==> config.mk <==
export PLATFORM = sky130hd
export DESIGN_NAME = crc16w_top
export DESIGN_NICKNAME = d
export VERILOG_FILES = /design/src/rtl/crc16w_pkg.sv /design/src/rtl/crc16w_fb.sv /design/src/rtl/crc16w_fold.sv /design/src/rtl/crc16w_reg.sv /design/src/rtl/crc16w_top.sv
export SDC_FILE = /design/constraint.sdc
export NUM_CORES = 1
export LEC_CHECK = 0
export CAP_MARGIN = 5
export CORE_MARGIN = 2
export CORE_UTILIZATION = 45
export DETAILED_ROUTE_END_ITERATION = 8
export PLACE_DENSITY = 0.86
export SLEW_MARGIN = 20
export SYNTH_ARGS = -nofsm -noshare
export SYNTH_HDL_FRONTEND = slang
export SYNTH_SLANG_ARGS = --single-unit
==> constraint.sdc <==
create_clock -name clk -period 3.3 [get_ports clk]
set_input_delay 0.495 -clock clk [delete_from_list [all_inputs] [get_ports clk]]
set_output_delay 0.495 -clock clk [all_outputs]
set_load 0.02 [all_outputs]
==> src/rtl/crc16w_pkg.sv <==
package crc16w_pkg;

    localparam int CRC_W = 16;

    typedef logic [CRC_W-1:0] crc_t;

    localparam crc_t CRC_POLY_DEF = 16'h1021;
    localparam crc_t CRC_SEED_DEF = 16'h4ABA;

    // One bus-side command per word clock
    typedef struct packed {
        logic load;
        logic vld;
        crc_t word;
    } crc_cmd_t;

    typedef enum logic [1:0] {
        OP_HOLD = 2'd0,
        OP_FOLD = 2'd1,
        OP_SEED = 2'd2
    } crc_op_e;

    // Decode the command into the register operation; seeding wins
    function automatic crc_op_e decode_op(input crc_cmd_t cmd);
        if (cmd.load)
            return OP_SEED;
        else if (cmd.vld)
            return OP_FOLD;
        else
            return OP_HOLD;
    endfunction

    // Source index of an earlier feedback term fed by tap t into term k
    // (1-based terms); returns 0 when there is no such term.
    function automatic int earlier_term(input int k, input int t);
        int src;
        src = k - (CRC_W - t);
        if (t > 0 && src >= 1)
            return src;
        else
            return 0;
    endfunction

    // Feedback term index reaching output bit j through tap t; 0 if none
    function automatic int fold_term(input int j, input int t);
        int k;
        k = CRC_W + t - j;
        if (k >= 1 && k <= CRC_W)
            return k;
        else
            return 0;
    endfunction

endpackage

==> src/rtl/crc16w_fb.sv <==
module crc16w_fb
    import crc16w_pkg::*;
#(
    parameter crc_t POLY = CRC_POLY_DEF
) (
    input  crc_t cur_i,
    input  crc_t word_i,
    output crc_t fb_o
);
    // Term k (1-based) is fb_o[k-1]: data bit k-1, register bit W-k, and
    // every earlier term that a polynomial tap carries to the top.
    always_comb begin
        fb_o = '0;
        for (int k = 1; k <= CRC_W; k++) begin
            logic acc;
            acc = word_i[k-1] ^ cur_i[CRC_W-k];
            for (int t = 1; t < CRC_W; t++) begin
                if (POLY[t] && earlier_term(k, t) != 0)
                    acc = acc ^ fb_o[earlier_term(k, t) - 1];
            end
            fb_o[k-1] = acc;
        end
    end
endmodule

==> src/rtl/crc16w_fold.sv <==
module crc16w_fold
    import crc16w_pkg::*;
#(
    parameter crc_t POLY = CRC_POLY_DEF
) (
    input  crc_t fb_i,
    output crc_t nxt_o
);
    // Output bit j collects each term inserted at tap t whose remaining
    // shifts carry it to position j.
    for (genvar j = 0; j < CRC_W; j++) begin : g_bit
        always_comb begin
            nxt_o[j] = 1'b0;
            for (int t = 0; t < CRC_W; t++) begin
                if (POLY[t] && fold_term(j, t) != 0)
                    nxt_o[j] = nxt_o[j] ^ fb_i[fold_term(j, t) - 1];
            end
        end
    end
endmodule

==> src/rtl/crc16w_reg.sv <==
module crc16w_reg
    import crc16w_pkg::*;
#(
    parameter crc_t SEED = CRC_SEED_DEF
) (
    input  logic    clk,
    input  logic    rst,
    input  crc_op_e op_i,
    input  crc_t    nxt_i,
    output crc_t    q_o
);
    always_ff @(posedge clk) begin
        if (rst) begin
            q_o <= SEED;
        end else begin
            unique case (op_i)
                OP_SEED: q_o <= SEED;
                OP_FOLD: q_o <= nxt_i;
                default: q_o <= q_o;
            endcase
        end
    end
endmodule

==> src/rtl/crc16w_top.sv <==
module crc16w_top
    import crc16w_pkg::*;
#(
    parameter crc_t SEED = CRC_SEED_DEF,
    parameter crc_t POLY = CRC_POLY_DEF
) (
    input  logic        clk,
    input  logic        rst,
    input  logic        load_i,
    input  logic        word_vld_i,
    input  logic [15:0] word_i,
    output logic [15:0] crc_o
);
    crc_cmd_t cmd;
    crc_op_e  op;
    crc_t     cur;
    crc_t     fb;
    crc_t     nxt;

    assign cmd = '{load: load_i, vld: word_vld_i, word: word_i};
    assign op  = decode_op(cmd);

    crc16w_fb #(.POLY(POLY)) fb_i (
        .cur_i  (cur),
        .word_i (cmd.word),
        .fb_o   (fb)
    );

    crc16w_fold #(.POLY(POLY)) fold_i (
        .fb_i  (fb),
        .nxt_o (nxt)
    );

    crc16w_reg #(.SEED(SEED)) reg_i (
        .clk   (clk),
        .rst   (rst),
        .op_i  (op),
        .nxt_i (nxt),
        .q_o   (cur)
    );

    assign crc_o = cur;
endmodule

==> reports/qor.yml, run 1 <==
status:
  result_of_the_run: "finished clean"
final_layout:
  layout_cell_share_with_drive_strength_beyond_1: 0.125
  max_flop_register: "reg_i.q_o"
  area_delta_synth_final_pct: 33.2
  mostFrequentLayoutCells: "35 x clkdlybuf4s50_1, 26 x xnor2_1, 16 x dfxtp_1"
  largest_register_ff_count: 16
  antenna_cells_inserted: 0
  leading_cell_type_in_the_layout_fill_and_taps_excluded: "clkdlybuf4s50_1"
  largest_registers: "reg_i.q_o (16)"
  finalNetCount: 174
grt:
  groute.usage.overall: 0.187
  grt.overflow.total: 0
  pin_count_of_the_biggest_net_entering_global_routing: 16
  grt_pass1_vias: 969
  number_of_antenna_violations_at_the_first_check_in_global_routing: 0
  grt_first_pass_wirelength_um: 4530
setup_path:
  worst_ep_arrival_time_ns: 2.66
  setup.reg_to_reg.worst_slack_ns: 1.13
  critical_path_peak_fanout: 4
  launch_instance_of_the_worst_register_to_register_path: "reg_i.q_o[15]"
  cp-end-kind: "register"
  worstSetupStartpointType: "input port"
  crit_start: "word_i[0]"
  worst-endpoint-required_ns: 3.50
  worst_r2r_endpoint: "reg_i.q_o[15]"
  worst-setup-path-type: "input port to register"
  worst-r2r-cell-count: 6
sta:
  report.final.slew_viol_count: 0
  relative_slew_margins: 0.631
  worst_clock_skew_ns: 0.00596
  hold-worst-slack_ns: 0.538
  fin_crit_sh: 0.744
  rsz_0062_raised_after_global_routing: "false"
  hold_viol: 0
  setup_viol: 0
  max_clock_freq_mhz: 407
  worstMarginPinSlew_ns: 0.552
  min_period_ns: 2.46
  setup-tns-final_ns: 0
clock_tree:
  postCtsSetupRepairBufs: 0
  reg_clk_slew_reported_paths_ns: 0.10
  numClockSinks: 16
  clock_tree.buffer_depth: 2
  cts_inserted_buffers: 3
  worst_skew_pair.late_latency_ns: 0.30
  cts_tree: "done"
  cts_hold_buffers: 0
  ctsResizeCount: 0
  cts_max_level: 1
  cts.root.buffer_cell: "clkbuf_4"
logic_synthesis:
  yosysWarnings: 0
  synthDistinctLibCells: 28
  count_of_flip_flops_with_a_built_in_enable_after_synthesis: 0
  synth_sequential_area_ratio: 0.266
  synth_fp_nets: 138
  ys_async_sr_fraction: 0
  register_bit_total_from_synthesis: 16
  most_frequently_used_flop_master_after_synthesis: "dfxtp_1"
  syn_area_sq_mm: 0.00120
  post_synthesis_instance_total: 118
  syn_area_per_cell_sq_um: 10.2
power_and_ir_drop:
  power.combinational.fraction: 0.770
  power_switching_w: 0.000814
  cellInternalPower_w: 0.00105
  irDropWorstVdd_mv: 0.736
  leak_nw: 0.629
  powerDensity_mw_per_mm2: 1160
  share_seq_of_total_power: 0.171
  pwr-share-clk: 0.059
  switching_share: 0.437
flow_run:
  max_cap_violations: 0
route:
  vias_per_cell: 5.29
  via_count: 963
  wl_met2_um: 1360
  wl_per_cell_um: 15.0
  drt-pass1-iter-count: 4
  top_layer_used: "met4"
  met1_length_um: 1210
  post-route-drc-count: 0
  antenna_violating_nets_post_route: 0
  drt-total-wl_um: 2720
  routed-wl-met3_um: 122
  detailedRoute.firstIterationViolations: 18
min_path:
  hold_class: "register to register"
  hold_path_startpoint: "reg_i.q_o[3]"
  min_delay_path_depth: 2
  hold_path_end: "reg_i.q_o[3]"
die:
  fp.dieW_um: 55.7
  floorplan.initialDensity: 0.481
  die_height_um: 55.7
  design.die.area_sq_mm: 0.00310
  core_sq_mm: 0.00250
  rows: 18
  io_pins: 36
placement:
  place.detailed.hpwl_um: 2090
  gp_routability_congestion: 0.774
  io_buffers: 35
[power groups by stage]
| stage | sequential, W | clock (W) | combinational (W) |
|---|---|---|---|
| final | 0.000319 | 0.000109 | 0.00143 |
| after global routing | 0.000327 | 0.000118 | 0.00155 |
| after CTS | 0.000319 | 0.000107 | 0.00144 |
| after detailed placement | 0.000322 | 0 | 0.00142 |
| after global placement | 0.000318 | 0 | 0.00138 |
| after floorplan | 0.000380 | 0 | 0.00107 |
[cell families after synthesis]
| family | synth area share |
|---|---|
| DFF | 0.266 |
| buffers and inverters | 0.0249 |
| and+or+nand+nor | 0.0946 |
| xor gates and xnor gates | 0.502 |
| AOI/OAI and AO/OA | 0.0956 |
| muxes | 0.0166 |
[synthesized netlist by cell type, types with 2 or more instances]
master     number  area share
xnor3_1         2       0.037
o21ai_0         4       0.017
xnor3_2         3       0.059
buf_1           2      0.0062
nor2_1          7       0.022
a31o_1          3       0.022
o21ai_1         2      0.0083
a2111oi_0       2       0.015
xnor2_2         8        0.11
nor4_1          2       0.010
a21oi_1         5       0.021
xor2_2          2       0.027
dfxtp_1        16        0.27
xnor2_1        26        0.19
nand2_1         9       0.028
clkbuf_1        3      0.0094
nor3_1          3       0.012
xor2_1          8       0.058
mux2i_1         2       0.017
[per-layer routing]
layer,vias to the layer above,global-route usage
met5,-,0
met4,0,0.0523
met3,7,0.0395
met2,36,0.332
met1,457,0.227
li1,463,-
[worst max path at each step]
stage | end | slack, ns | cells after the start
global placement | reg_i.q_o[15] | 0.63 | 7
floorplan | reg_i.q_o[15] | 1.27 | 6
finish | reg_i.q_o[15] | 0.84 | 7
detailed placement | reg_i.q_o[15] | 0.56 | 7
global route | reg_i.q_o[15] | 0.74 | 7
CTS | reg_i.q_o[15] | 0.85 | 7
[through the flow]
step           worst slack (ns)  cell area, sq um  cells  total power, W   util
6_report                  0.845              1600    182         0.00186  0.641
5_1_grt                   0.742              1600    182         0.00200  0.641
4_1_cts                   0.847              1600    182         0.00186  0.641
3_5_place_dp              0.562              1580    179         0.00174  0.632
3_3_place_gp              0.633              1580    179         0.00169  0.632
2_1_floorplan              1.27              1200    118         0.00145      -
[cell type report]
type	instances	area (sq um)
fillers	209	897
multi-input cells	95	853
repair buffers	37	365
flip-flops and latches	16	320
well taps	30	37.5
clock buffers	3	22.5
inverters	1	3.75
[worst max-delay path, cell delays in order]
cell             delay, ns
clkdlybuf4s50_1       0.48
xnor2_2               0.33
xnor3_2               0.57
xnor2_4               0.25
xor2_1                0.23
a21oi_1               0.10
a31o_1                0.20
No activity file was read; power rests on OpenSTA's default activity.
==> run 2: changes to the inputs <==
--- a/config.mk
+++ b/config.mk
@@ -7,9 +7,9 @@
 export LEC_CHECK = 0
 export CAP_MARGIN = 5
 export CORE_MARGIN = 2
-export CORE_UTILIZATION = 45
+export CORE_UTILIZATION = 42
 export DETAILED_ROUTE_END_ITERATION = 8
-export PLACE_DENSITY = 0.86
+export PLACE_DENSITY = 0.84
 export SLEW_MARGIN = 20
 export SYNTH_ARGS = -nofsm -noshare
 export SYNTH_HDL_FRONTEND = slang
==> constraint.sdc (replaced) <==
create_clock -name clk -period 2 [get_ports clk]
set_input_delay 0.3 -clock clk [delete_from_list [all_inputs] [get_ports clk]]
set_output_delay 0.3 -clock clk [all_outputs]
set_load 0.02 [all_outputs]
==> reports/qor.yml, run 2 (synthesized netlist as in run 1, its figures left out) <==
status:
  result_of_the_run: "finished clean"
die:
  die_height_um: 57.5
  floorplan.initialDensity: 0.440
  core_sq_mm: 0.00273
  io_pins: 36
  fp.dieW_um: 57.5
  design.die.area_sq_mm: 0.00331
  rows: 19
placement:
  placed_cells: 207
  place.detailed.hpwl_um: 2510
  gp_routability_congestion: 0.880
  io_buffers: 35
clock_tree:
  numClockSinks: 16
  cts_max_level: 1
  clock_tree.buffer_depth: 2
  cts.root.buffer_cell: "clkbuf_4"
  cts_inserted_buffers: 3
  worst_skew_pair.late_latency_ns: 0.32
  reg_clk_slew_reported_paths_ns: 0.12
  cts_hold_buffers: 0
  cts_tree: "done"
setup_path:
  worst_ep_arrival_time_ns: 2.21
  critical_path_peak_fanout: 4
  timing.critical_path.slowest_stage_cell: "xnor3_2"
  logic_depth_of_the_worst_path_buffers_included: 7
  cp_top_family: "XOR/XNOR gates"
  series_of_cell_instances_along_the_critical_path: "xnor2_2, buf_4, xnor3_1, xnor3_2, xnor2_2, a21oi_1, a31o_1"
  critical_path.max_stage_delay_ns: 0.44
  setup.reg_to_reg.worst_slack_ns: 0.01
  worst-endpoint-required_ns: 2.22
  crit_start: "reg_i.q_o[15]"
  worst-setup-path-type: "register to register"
  cp-end-kind: "register"
  critical_path_buf_inv_count: 1
  worstSetupStartpointType: "register"
  worst-r2r-cell-count: 7
  launch_instance_of_the_worst_register_to_register_path: "reg_i.q_o[15]"
  critPathMostFrequentCell: "xnor2_2"
power_and_ir_drop:
  irDropWorstVdd_mv: 1.48
  power.combinational.fraction: 0.809
  share_seq_of_total_power: 0.130
  leak_nw: 0.863
  cellInternalPower_w: 0.00239
  power_switching_w: 0.00169
  switching_share: 0.415
  design_power_total_w: 0.00408
  pwr-share-clk: 0.061
  powerDensity_mw_per_mm2: 2090
final_layout:
  largest_register_ff_count: 16
  layout_cell_share_with_drive_strength_beyond_1: 0.351
  area_delta_synth_final_pct: 62.2
  layout.area.seq_sq_um: 324
  finalCoreUtilization: 0.714
  antenna_cells_inserted: 0
  finalNetCount: 206
  mostFrequentLayoutCells: "34 x buf_4, 30 x clkdlybuf4s50_1, 22 x xnor2_1"
  nFillCells: 192
  finalNonFillerCells: 216
  largest_registers: "reg_i.q_o (16)"
  max_flop_register: "reg_i.q_o"
  multiInputGateArea_sq_um: 931
  leading_cell_type_in_the_layout_fill_and_taps_excluded: "buf_4"
flow_run:
  max_cap_violations: 0
route:
  drt-total-wl_um: 3520
  routed-wl-met3_um: 153
  post-route-drc-count: 0
  via_count: 1101
  detailedRoute.firstIterationViolations: 11
  wl_per_cell_um: 16.3
  met1_length_um: 1420
  top_layer_used: "met4"
  drt-pass1-iter-count: 4
  antenna_violating_nets_post_route: 0
  wl_met2_um: 1810
  vias_per_cell: 5.10
sta:
  setup-tns-final_ns: 0
  relative_slew_margins: 0.793
  fin_crit_sh: 0.994
  max_clock_freq_mhz: 503
  hold_viol: 0
  worst_clock_skew_ns: 0.00271
  setup_viol: 0
  report.final.slew_viol_count: 0
  min_period_ns: 1.99
  worstMarginPinSlew_ns: 0.309
grt:
  grt.overflow.total: 0
  groute.usage.overall: 0.213
  number_of_antenna_violations_at_the_first_check_in_global_routing: 0
  grt_pass1_vias: 1172
  pin_count_of_the_biggest_net_entering_global_routing: 14
  grt_first_pass_wirelength_um: 5240
min_path:
  min_delay_path_depth: 2
  hold_path_startpoint: "reg_i.q_o[11]"
  hold_class: "register to register"
-- run 2: routing by layer --
metal  track usage  vias up
li1              -      530
met2         0.386       36
met5             0        -
met4         0.110        0
met1         0.242      524
met3        0.0227       11
-- run 2: worst paths after layout --
check	to
min reg2reg	reg_i.q_o[11]
max reg2reg	reg_i.q_o[12]
min	reg_i.q_o[11]
max	reg_i.q_o[12]
-- run 2: worst reg2reg max path, delay by kind of cell (launching register included) --
family,cells,cell delay [ns]
XOR/XNOR,4,1.08
flip-flops,1,0.38
buffers and inverters,1,0.15
AO/OA/AOI/OAI,2,0.28
-- run 2: stage by stage --
stage / hold slack, ns / instance area (sq um) / setup slack, ns
after floorplan: 0.589 / 1200 / 0.00332
final: 0.531 / 1950 / 0.0112
after global placement: 0.505 / 1780 / -0.234
after detailed placement: 0.520 / 1780 / -0.366
after CTS: 0.549 / 1820 / -0.0127
after global routing: 0.586 / 1950 / -0.0432
-- run 2: area by class of cell --
type | instances | share of cell area
Multi-Input combinational cell | 95 | 0.477
Clock buffer | 4 | 0.0186
Inverter | 1 | 0.00192
Sequential cell | 16 | 0.166
Timing Repair Buffer | 69 | 0.317
Tap cell | 31 | 0.0199
-- run 2: power groups by stage --
stage | clock network, W | registers [W] | logic [W]
after global routing | 0.000258 | 0.000543 | 0.00350
after CTS | 0.000247 | 0.000521 | 0.00288
after detailed placement | 0 | 0.000528 | 0.00286
final | 0.000249 | 0.000530 | 0.00330
after global placement | 0 | 0.000519 | 0.00273
after floorplan | 0 | 0.000626 | 0.00176
-- run 2: repair_timing --
item	CTS	global route
gates resized for setup	0	21
setup buffers	0	5
endpoints found under the setup margin	3	7
pin swaps	1	9
